**src/rtl/mt_pkg.sv**
```systemverilog
package mt_pkg;
  // Register byte offsets; software decodes these so they are fixed
  localparam int OFS_FLAG   = 'h000;
  localparam int OFS_CTRL   = 'h004;
  localparam int OFS_COUNT  = 'h008;
  localparam int OFS_LIMIT  = 'h00C;
  localparam int OFS_ACTION = 'h014;
  localparam int OFS_MATCH0 = 'h018;
  localparam int OFS_MODE   = 'h070;

  // Strobes from control to the counting datapath
  typedef struct packed {
    logic hold;      // keep both counters at zero
    logic zeroNow;   // halt and restart hit together
    logic load;      // software writes the counter
    logic run;       // counting this cycle
    logic wrapZero;  // next counter step returns to zero
  } mt_strobe_t;
endpackage

```
**src/rtl/mt_datapath.sv**
```systemverilog
module mt_datapath #(
  parameter int CNT_W  = 32,
  parameter int NUM_CH = 4
) (
  input  logic                    clk,
  input  logic                    rstN,
  input  mt_pkg::mt_strobe_t      strb,
  input  logic [CNT_W-1:0]        loadVal,
  input  logic [CNT_W-1:0]        prLimit,
  input  logic [NUM_CH*CNT_W-1:0] matchFlat,
  output logic [CNT_W-1:0]        tcVal,
  output logic [CNT_W-1:0]        pcVal,
  output logic [NUM_CH-1:0]       matchVec
);
  logic wrapNow;
  assign wrapNow = (pcVal == prLimit);

  always_ff @(posedge clk) begin
    if (!rstN) begin
      tcVal <= '0;
      pcVal <= '0;
    end else if (strb.hold || strb.zeroNow) begin
      tcVal <= '0;
      pcVal <= '0;
    end else if (strb.load) begin
      tcVal <= loadVal;
    end else if (strb.run) begin
      if (wrapNow) begin
        pcVal <= '0;
        tcVal <= strb.wrapZero ? '0 : tcVal + 1'b1;
      end else begin
        pcVal <= pcVal + 1'b1;
      end
    end
  end

  for (genvar i = 0; i < NUM_CH; i++) begin : g_cmp
    assign matchVec[i] = (tcVal == matchFlat[i*CNT_W +: CNT_W]);
  end
endmodule

```
**src/rtl/mt_ctrl.sv**
```systemverilog
module mt_ctrl #(
  parameter int CNT_W  = 32,
  parameter int NUM_CH = 4,
  parameter int ADDR_W = 12,
  parameter int DATA_W = 32
) (
  input  logic                    clk,
  input  logic                    rstN,
  input  logic [ADDR_W-1:0]       busAddr,
  input  logic                    busWe,
  input  logic [DATA_W-1:0]       busWdata,
  output logic [DATA_W-1:0]       busRdata,
  output logic                    irqOut,
  input  logic [NUM_CH-1:0]       matchVec,
  input  logic [CNT_W-1:0]        tcVal,
  output mt_pkg::mt_strobe_t      strb,
  output logic [CNT_W-1:0]        loadVal,
  output logic [CNT_W-1:0]        prLimit,
  output logic [NUM_CH*CNT_W-1:0] matchFlat,
  output logic                    tcrEn,
  output logic                    tcrHold,
  output logic [1:0]              countMode,
  output logic [3*NUM_CH-1:0]     actionReg,
  output logic [NUM_CH-1:0]       flags,
  output logic                    stopHit
);
  import mt_pkg::*;
  localparam int ACT_W = 3 * NUM_CH;

  logic [CNT_W-1:0] matchReg [NUM_CH];
  logic [NUM_CH-1:0] intEn, rstEn, stopEn, hitVec;
  logic active, rstHit;
  logic wrFlag, wrCtrl, wrCount, wrLimit, wrAction, wrMode;
  logic [NUM_CH-1:0] wrMatch;

  // Address decode
  always_comb begin
    wrFlag   = busWe && (busAddr == ADDR_W'(OFS_FLAG));
    wrCtrl   = busWe && (busAddr == ADDR_W'(OFS_CTRL));
    wrCount  = busWe && (busAddr == ADDR_W'(OFS_COUNT));
    wrLimit  = busWe && (busAddr == ADDR_W'(OFS_LIMIT));
    wrAction = busWe && (busAddr == ADDR_W'(OFS_ACTION));
    wrMode   = busWe && (busAddr == ADDR_W'(OFS_MODE));
  end

  for (genvar i = 0; i < NUM_CH; i++) begin : g_ch
    assign wrMatch[i] = busWe && (busAddr == ADDR_W'(OFS_MATCH0 + 4 * i));
    assign intEn[i]   = actionReg[3*i];
    assign rstEn[i]   = actionReg[3*i+1];
    assign stopEn[i]  = actionReg[3*i+2];
    assign matchFlat[i*CNT_W +: CNT_W] = matchReg[i];

    always_ff @(posedge clk) begin
      if (!rstN)           matchReg[i] <= '0;
      else if (wrMatch[i]) matchReg[i] <= busWdata[CNT_W-1:0];
    end
  end

  // Match qualification and actions
  assign active  = tcrEn && !tcrHold && (countMode == 2'd0);
  assign hitVec  = matchVec & {NUM_CH{active}};
  assign stopHit = |(hitVec & stopEn);
  assign rstHit  = |(hitVec & rstEn);

  always_comb begin
    strb          = '0;
    strb.hold     = tcrHold;
    strb.zeroNow  = stopHit && rstHit;
    strb.load     = wrCount;
    strb.run      = active && !stopHit;
    strb.wrapZero = rstHit;
  end
  assign loadVal = busWdata[CNT_W-1:0];

  // Configuration registers
  always_ff @(posedge clk) begin
    if (!rstN) begin
      tcrEn     <= 1'b0;
      tcrHold   <= 1'b0;
      prLimit   <= '0;
      actionReg <= '0;
      countMode <= '0;
    end else begin
      if (wrCtrl) begin
        tcrEn   <= busWdata[0] && !stopHit;
        tcrHold <= busWdata[1];
      end else if (stopHit) begin
        tcrEn   <= 1'b0;
      end
      if (wrLimit)  prLimit   <= busWdata[CNT_W-1:0];
      if (wrAction) actionReg <= busWdata[ACT_W-1:0];
      if (wrMode)   countMode <= busWdata[1:0];
    end
  end

  // Interrupt flags: a new match wins over a clear in the same cycle
  always_ff @(posedge clk) begin
    if (!rstN) flags <= '0;
    else       flags <= (flags & ~({NUM_CH{wrFlag}} & busWdata[NUM_CH-1:0]))
                        | (hitVec & intEn);
  end
  assign irqOut = |flags;

  // Read mux, zero for unmapped offsets
  always_comb begin
    busRdata = '0;
    if (busAddr == ADDR_W'(OFS_FLAG))   busRdata[NUM_CH-1:0] = flags;
    if (busAddr == ADDR_W'(OFS_CTRL))   busRdata[1:0]        = {tcrHold, tcrEn};
    if (busAddr == ADDR_W'(OFS_COUNT))  busRdata[CNT_W-1:0]  = tcVal;
    if (busAddr == ADDR_W'(OFS_LIMIT))  busRdata[CNT_W-1:0]  = prLimit;
    if (busAddr == ADDR_W'(OFS_ACTION)) busRdata[ACT_W-1:0]  = actionReg;
    if (busAddr == ADDR_W'(OFS_MODE))   busRdata[1:0]        = countMode;
    for (int i = 0; i < NUM_CH; i++) begin
      if (busAddr == ADDR_W'(OFS_MATCH0 + 4 * i)) busRdata[CNT_W-1:0] = matchReg[i];
    end
  end
endmodule

```
**src/rtl/match_timer.sv**
```systemverilog
module match_timer #(
  parameter int CNT_W  = 32,
  parameter int NUM_CH = 4,
  parameter int ADDR_W = 12,
  parameter int DATA_W = 32
) (
  input  logic              clk,
  input  logic              rstN,
  input  logic [ADDR_W-1:0] busAddr,
  input  logic              busWe,
  input  logic [DATA_W-1:0] busWdata,
  output logic [DATA_W-1:0] busRdata,
  output logic              irqOut
);
  mt_pkg::mt_strobe_t      strb;
  logic [CNT_W-1:0]        loadVal, prLimit, tcVal, pcVal;
  logic [NUM_CH*CNT_W-1:0] matchFlat;
  logic [NUM_CH-1:0]       matchVec, flags;
  logic                    tcrEn, tcrHold, stopHit;
  logic [1:0]              countMode;
  logic [3*NUM_CH-1:0]     actionReg;

  mt_ctrl #(.CNT_W(CNT_W), .NUM_CH(NUM_CH), .ADDR_W(ADDR_W), .DATA_W(DATA_W)) u_ctrl (
    .clk(clk), .rstN(rstN), .busAddr(busAddr), .busWe(busWe), .busWdata(busWdata),
    .busRdata(busRdata), .irqOut(irqOut), .matchVec(matchVec), .tcVal(tcVal),
    .strb(strb), .loadVal(loadVal), .prLimit(prLimit), .matchFlat(matchFlat),
    .tcrEn(tcrEn), .tcrHold(tcrHold), .countMode(countMode), .actionReg(actionReg),
    .flags(flags), .stopHit(stopHit)
  );

  mt_datapath #(.CNT_W(CNT_W), .NUM_CH(NUM_CH)) u_dp (
    .clk(clk), .rstN(rstN), .strb(strb), .loadVal(loadVal), .prLimit(prLimit),
    .matchFlat(matchFlat), .tcVal(tcVal), .pcVal(pcVal), .matchVec(matchVec)
  );
endmodule

```
**config.mk**
```make
export PLATFORM = sky130hd
export DESIGN_NAME = match_timer
export DESIGN_NICKNAME = d
export VERILOG_FILES = /design/src/rtl/mt_pkg.sv /design/src/rtl/mt_datapath.sv /design/src/rtl/mt_ctrl.sv /design/src/rtl/match_timer.sv
export SDC_FILE = /design/constraint.sdc
export NUM_CORES = 1
export LEC_CHECK = 0
export BUFFER_PORTS_ARGS = -buffer_cell sky130_fd_sc_hd__buf_2
export CELL_PAD_IN_SITES_DETAIL_PLACEMENT = 1
export CELL_PAD_IN_SITES_GLOBAL_PLACEMENT = 1
export CORE_MARGIN = 3
export CORE_UTILIZATION = 35
export DETAILED_ROUTE_END_ITERATION = 8
export PLACE_DENSITY_LB_ADDON = 0.05
export SLEW_MARGIN = 5
export SYNTH_ARGS = -nofsm -noshare
export SYNTH_HDL_FRONTEND = slang
export SYNTH_HIERARCHICAL = 1
export SYNTH_SLANG_ARGS = --single-unit
export TNS_END_PERCENT = 100
```
**constraint.sdc**
```tcl
create_clock -name clk -period 6.1 [get_ports clk]
set_clock_uncertainty 0.2 [all_clocks]
set_input_delay 0.915 -clock clk [delete_from_list [all_inputs] [get_ports clk]]
set_output_delay 0.915 -clock clk [all_outputs]
set_load 0.01 [all_outputs]
```
# After elaboration in Yosys (flattened, before gate mapping)
# Memories as Yosys holds them, arrays and structs flattened.
# Cells that the tools add are included.
# W data, S select, Z words.
[op_classes] add_sub_neg=2 mux=34 n_eq_ne=14 bitwise_logic=14 reduce_logical=29
[ops] cell="$mux W32" n=15
[ops] cell="$eq A32 B32 Y1" n=5
[ops] cell="$add A32 B1 Y32 const B" n=2
[ops] cell="$eq A12 B5 Y1 const B" n=3
[ops] cell="$and A4 B4 Y4" n=6
[ops] cell="$eq A12 B4 Y1 const B" n=2
[ops] cell="$eq A12 B6 Y1 const B" n=2
[ops] cell="$logic_and A1 B1 Y1" n=15
[ops] cell="$mux W1" n=15
[ops] cell="$eq A12 B3 Y1 const B" n=1
[ops] cell="$eq A12 B7 Y1 const B" n=1
[ops] cell="$logic_not A12 Y1" n=1
[ops] cell="$mux W12" n=1
[ops] cell="$reduce_or A4 Y1" n=3
[ops] cell="$reduce_bool A2 Y1" n=3
[ops] cell="$mux W2" n=2
[ops] cell="$mux W4" n=1
[ops] cell="$not A4 Y4" n=1
[ops] cell="$or A1 B1 Y1" n=4
[ops] cell="$or A4 B4 Y4" n=1
[ops] cell="$reduce_and A2 Y1" n=2
[ops] cell="$logic_not A1 Y1" n=2
[ops] cell="$logic_not A2 Y1" n=1
[ops] cell="$not A1 Y1" n=2
[ops] cell="other kinds (2)" n=2
[totals] out_inout_bits=33 elab_cells=102 in_bits=47 memories=1 ram_bits=128 register_bits=116
[mem_list] memory="u_ctrl.matchReg" depth=4 word_bits=32 read_ports=4 rd_ports_with_merged_regs=0 write_ports=4 line="mt_ctrl.sv:30" source="logic [CNT_W-1:0] matchReg [NUM_CH];"

# Logic depth before layout (Yosys ltp)
[depth] ltp_word=11 ltp_mapped=16 ltp_nobuf=13

# Modules after synthesis
# Netlist, hierarchy kept.
[modules_own_cells] mod="mt_ctrl" cells_per_inst=849 seq_area_each_um2=4884.7 area_per_inst_um2=9007.4 instances=1
[modules_own_cells] mod="mt_datapath" cells_per_inst=707 seq_area_each_um2=1281.2 area_per_inst_um2=5562.8 instances=1

# Worst setup path before layout
# No wires, ideal clock.
[synth_timing] path_type="input port to flip-flop" from="in busAddr[1]" to="reg u_dp.tcVal[15]" t_arrival_ps=3549 t_required_ps=5826 setup_slack_ps=2277 setup_ps=74 n_path_buf=5 cell_stages=10 path_cell_list="buf_6 or4b_4 nor4_4 buf_2 and2_1 buf_4 inv_1 dlymetal6s2s_1 dlygate4sd3_1 a31oi_1"
[synth_via] elab_chain_cells=4 word_cells_on_any_way=6 cone_classes="eq/ne: 1; mux: 1; reduce/logical: 4"
[synth_lines] element="from (decl)" line="match_timer.sv:9" source="input logic [ADDR_W-1:0] busAddr,"
[synth_lines] element="$eq A12 B4 Y1 *" line="mt_ctrl.sv:40" source="wrCount = busWe && (busAddr == ADDR_W'(OFS_COUNT));"
[synth_lines] element="$logic_and A1 B1 Y1 *" line="mt_ctrl.sv:40"
[synth_lines] element="named net u_ctrl.wrCount" line="mt_ctrl.sv:33" source="logic wrFlag, wrCtrl, wrCount, wrLimit, wrAction, wrMode;"
[synth_lines] element="$reduce_bool A2 Y1 (no source line)"
[synth_lines] element="$reduce_and A2 Y1 (no source line)"
[synth_lines] element="to (signal assigned)" line="mt_datapath.sv:26" source="tcVal <= loadVal;"
[synth_lines] element="to (signal assigned)" line="mt_datapath.sv:30" source="tcVal <= strb.wrapZero ? '0 : tcVal + 1'b1;"
[synth_lines] element="to (decl)" line="mt_datapath.sv:11" source="output logic [CNT_W-1:0] tcVal,"
# The timed path passes the listed nets; every way through them passes the cells marked *.
# A chain may end at the register's enable or synchronous reset.

# Worst setup path in the final report
[layout_timing] from="in busAddr[9]" to="out busRdata[29]"
[layout_via] elab_chain_cells=7 word_cells_on_any_way=12 cone_classes="eq/ne: 6; mux: 6"
[layout_lines] element="$eq A12 B4 Y1" line="mt_ctrl.sv:109" source="if (busAddr == ADDR_W'(OFS_COUNT)) busRdata[CNT_W-1:0] = tcVal;"
[layout_lines] element="$mux W32" line="mt_ctrl.sv:109"
[layout_lines] element="$mux W32" line="mt_ctrl.sv:110" source="if (busAddr == ADDR_W'(OFS_LIMIT)) busRdata[CNT_W-1:0] = prLimit;"
[layout_lines] element="$mux W32 (3 in series)" line="mt_ctrl.sv:114" source="if (busAddr == ADDR_W'(OFS_MATCH0 + 4 * i)) busRdata[CNT_W-1:0] = matchReg[i];"
[layout_lines] element="$mux W32 *" line="mt_ctrl.sv:114"
[layout_lines] element="to (decl)" line="match_timer.sv:12" source="output logic [DATA_W-1:0] busRdata,"
# Mark *: on every way between the ends. The rest lies on a longest branch, timed or not.

==> flow_metrics.tcl <==
set metrics [dict create \
    yosysSeqAreaShare_pct 42.3 \
    use_met3_pct 5.05 \
    die_area_um2 44100 \
    antenna_found_initial 1 \
    drc 0 \
    synth_edf_count 128 \
    routedWlPerCell_um 30.3 \
    synth.avg_cell_area_um2 9.36 \
    synth_flop_cell "edfxtp_1" \
    die_h_um 210 \
    slew_viol_final 0 \
    grt_max_degree 49 \
    antenna_left 0 \
    synth.most_common_cell "nand2_1" \
    power_density_nw_per_um2 253 \
    routed_wl_um 64000 \
    clockRootBuffer "clkbuf_16" \
    syn_inst 1556 \
    grtUsageTotal_pct 28.5 \
    fp.dieW_um 210 \
    async_flop_share_pct 0 \
    grt-ovfl-total 0 \
    final-seq-area_um2 6170 \
    busiest_layer "met2" \
    fillers 4647 \
    synth_largest_area_cell "edfxtp_1" \
    finalCritPeriodShare_pct 82.6 \
    worstSetupStartpointType "input port" \
    cts_resized 0 \
    clockBufferDepth 3 \
    hpwl_um 46200 \
    p_leak_uw 0.00586 \
    ys_warn_count 6 \
    critPathMaxFanout 20 \
    ios 80 \
    gp_congestion 0.907 \
    firstDrtPassIters 5 \
    grt_pass1_vias 12480 \
    maxSlewHeadroom_pct 27.9 \
    clk_pin_slew_ns 0.06 \
    portBuffers 79 \
    vias_per_cell 5.95 \
    rsz0062_at_grt "no" \
    hold_class "reg -> reg" \
    postCtsSetupBuffers 0 \
    status "finished clean" \
    htreeDepth 2 \
    yosysUniqueCellTypes 80 \
    drt_iter0_drc 1102 \
    worstPathArrival_ns 3.92 \
    max_freq_mhz 198 \
    synth_top_cell_area_share_pct 26.4 \
    multi_input_area_um2 7450 \
    syn_area_um2 14600 \
    setup_violations 0 \
    synth_area_leaders "edfxtp_1 (26%), dfxtp_1 (16%), xor2_1 (8.7%)" \
    via_count 12554 \
    met2_usage_pct 43.9 \
    tns_ns 0 \
    ir_drop_v 0.000157 \
    drive_gt1_share_pct 13.3 \
    clock_latency_ns 0.54 \
    grt_pass1_wl_um 91400 \
    cts_num_sinks 244 \
    synth_common_cells "nand2_1 (174), xor2_1 (144), and2_1 (138)" \
    worst_pin_slew_ns 1.07 \
    tritoncts "yes" \
    met1_usage_pct 40.2 \
    cts_buffers 34 \
    floorplan.initialDensity_pct 35.5 \
    hold_viol_final 0 \
    ys_ff_latch 244 \
    synth_nets 1605 \
    maxCapViolCount 0 \
    end_kind "output pin" \
    period_needed_ns 5.04 \
    fin_util_pct 39.4 \
    criticalPathCategory "in -> out" \
    core-area_um2 41000 \
    cp_data_required_time_ns 4.98 \
    core.rowCount 74 \
    fin_nets 1601 \
    cts_hold_buf 0 \
    syn_to_final_growth_pct 10.9 \
]
-- critical path, stage by stage --
cell,delay (ns)
buf_2,0.11
or3_1,0.56
nor4_4,0.65
and2_1,0.92
a222oi_1,0.30
a31oi_1,0.26
buf_2,0.17
-- per-stage QoR --
step	setup slack (ns)	hold slack [ns]	std cells	area [um^2]	total power [uW]
6_report	1.06	0.287	2111	16200	4090
5_1_grt	1.01	0.309	2110	16200	4220
4_1_cts	1.12	0.284	2110	16200	4130
3_5_place_dp	1.13	0.276	2048	15000	2050
3_3_place_gp	1.20	0.271	2048	15000	2050
2_1_floorplan	2.28	0.240	1556	14600	1930
-- worst paths after layout --
kind | from | end | slack, ns | cells past startpoint
max | busAddr[9] | busRdata[29] | 1.06 | 7
min | u_ctrl/actionReg[10] | u_ctrl/actionReg[10] | 0.29 | 2
max reg2reg | u_dp/tcVal[25] | u_dp/tcVal[0] | 1.24 | 11
min reg2reg | u_ctrl/actionReg[10] | u_ctrl/actionReg[10] | 0.29 | 2
-- cell usage in the layout, fill, tap and decap left out, types with 7 or more instances in the layout --
| cell type | netlist | routed |
|---|---|---|
| a21boi_0 | 34 | 34 |
| a21boi_1 | 16 | 16 |
| a21oi_1 | 19 | 18 |
| a221oi_1 | 20 | 20 |
| a22o_1 | 13 | 13 |
| a22oi_1 | 20 | 20 |
| a31oi_1 | 53 | 53 |
| and2_1 | 138 | 138 |
| and3_1 | 23 | 23 |
| and4_1 | 7 | 7 |
| buf_2 | 27 | 79 |
| buf_4 | 39 | 34 |
| clkbuf_1 | 61 | 13 |
| clkbuf_16 | 0 | 37 |
| dfxtp_1 | 116 | 116 |
| edfxtp_1 | 128 | 128 |
| inv_1 | 13 | 13 |
| mux2_2 | 9 | 9 |
| mux2i_1 | 9 | 9 |
| nand2_1 | 174 | 174 |
| nand3_1 | 32 | 32 |
| nand4_1 | 33 | 33 |
| nor2_1 | 101 | 97 |
| nor3_1 | 16 | 16 |
| nor4_1 | 40 | 40 |
| o21a_1 | 9 | 9 |
| o21ai_0 | 62 | 62 |
| or4_1 | 13 | 13 |
| xnor2_1 | 48 | 48 |
| xor2_1 | 144 | 144 |
-- layout make-up --
type	count	share of cell area, %
Multi-Input combinational cell	1144	46.1
Sequential cell	244	38.2
Clock buffer	54	6.37
Timing Repair Buffer	114	4.15
Tap cell	532	4.12
Clock inverter	8	0.728
Inverter	14	0.325
Antenna cell	1	0.0155
-- layer usage --
metal  up-vias  routed length [um]
li1       5528                   -
met2       511               28600
met4         0                2500
met1      6400               28700
met5         -                   0
met3       115                4210
-- flip-flops by register name (all words and copies together), names as in the netlist --
| name | count |
|---|---|
| u_dp/pcVal | 32 |
| u_dp/tcVal | 32 |
| u_ctrl/countMode | 2 |
| u_ctrl/actionReg | 12 |
| u_ctrl/tcrHold | 1 |
| u_ctrl/prLimit | 32 |
| u_ctrl/matchReg | 128 |
| u_ctrl/flags | 4 |
| u_ctrl/tcrEn | 1 |
-- logic make-up after synthesis --
group	Yosys count	share of synthesized area, %
buf+inv	168	6.79
mux	18	1.31
flops	244	42.3
compound gates	306	14.7
xor+xnor	192	11.5
simple gates	626	23.2
fa+ha+maj	2	0.172
-- where the power goes --
group / internal (uW) / switching (uW)
Combinational: 50.6 / 151
Sequential: 1770 / 42.3
Clock: 1280 / 791
Power figures use the tool's default switching activity.
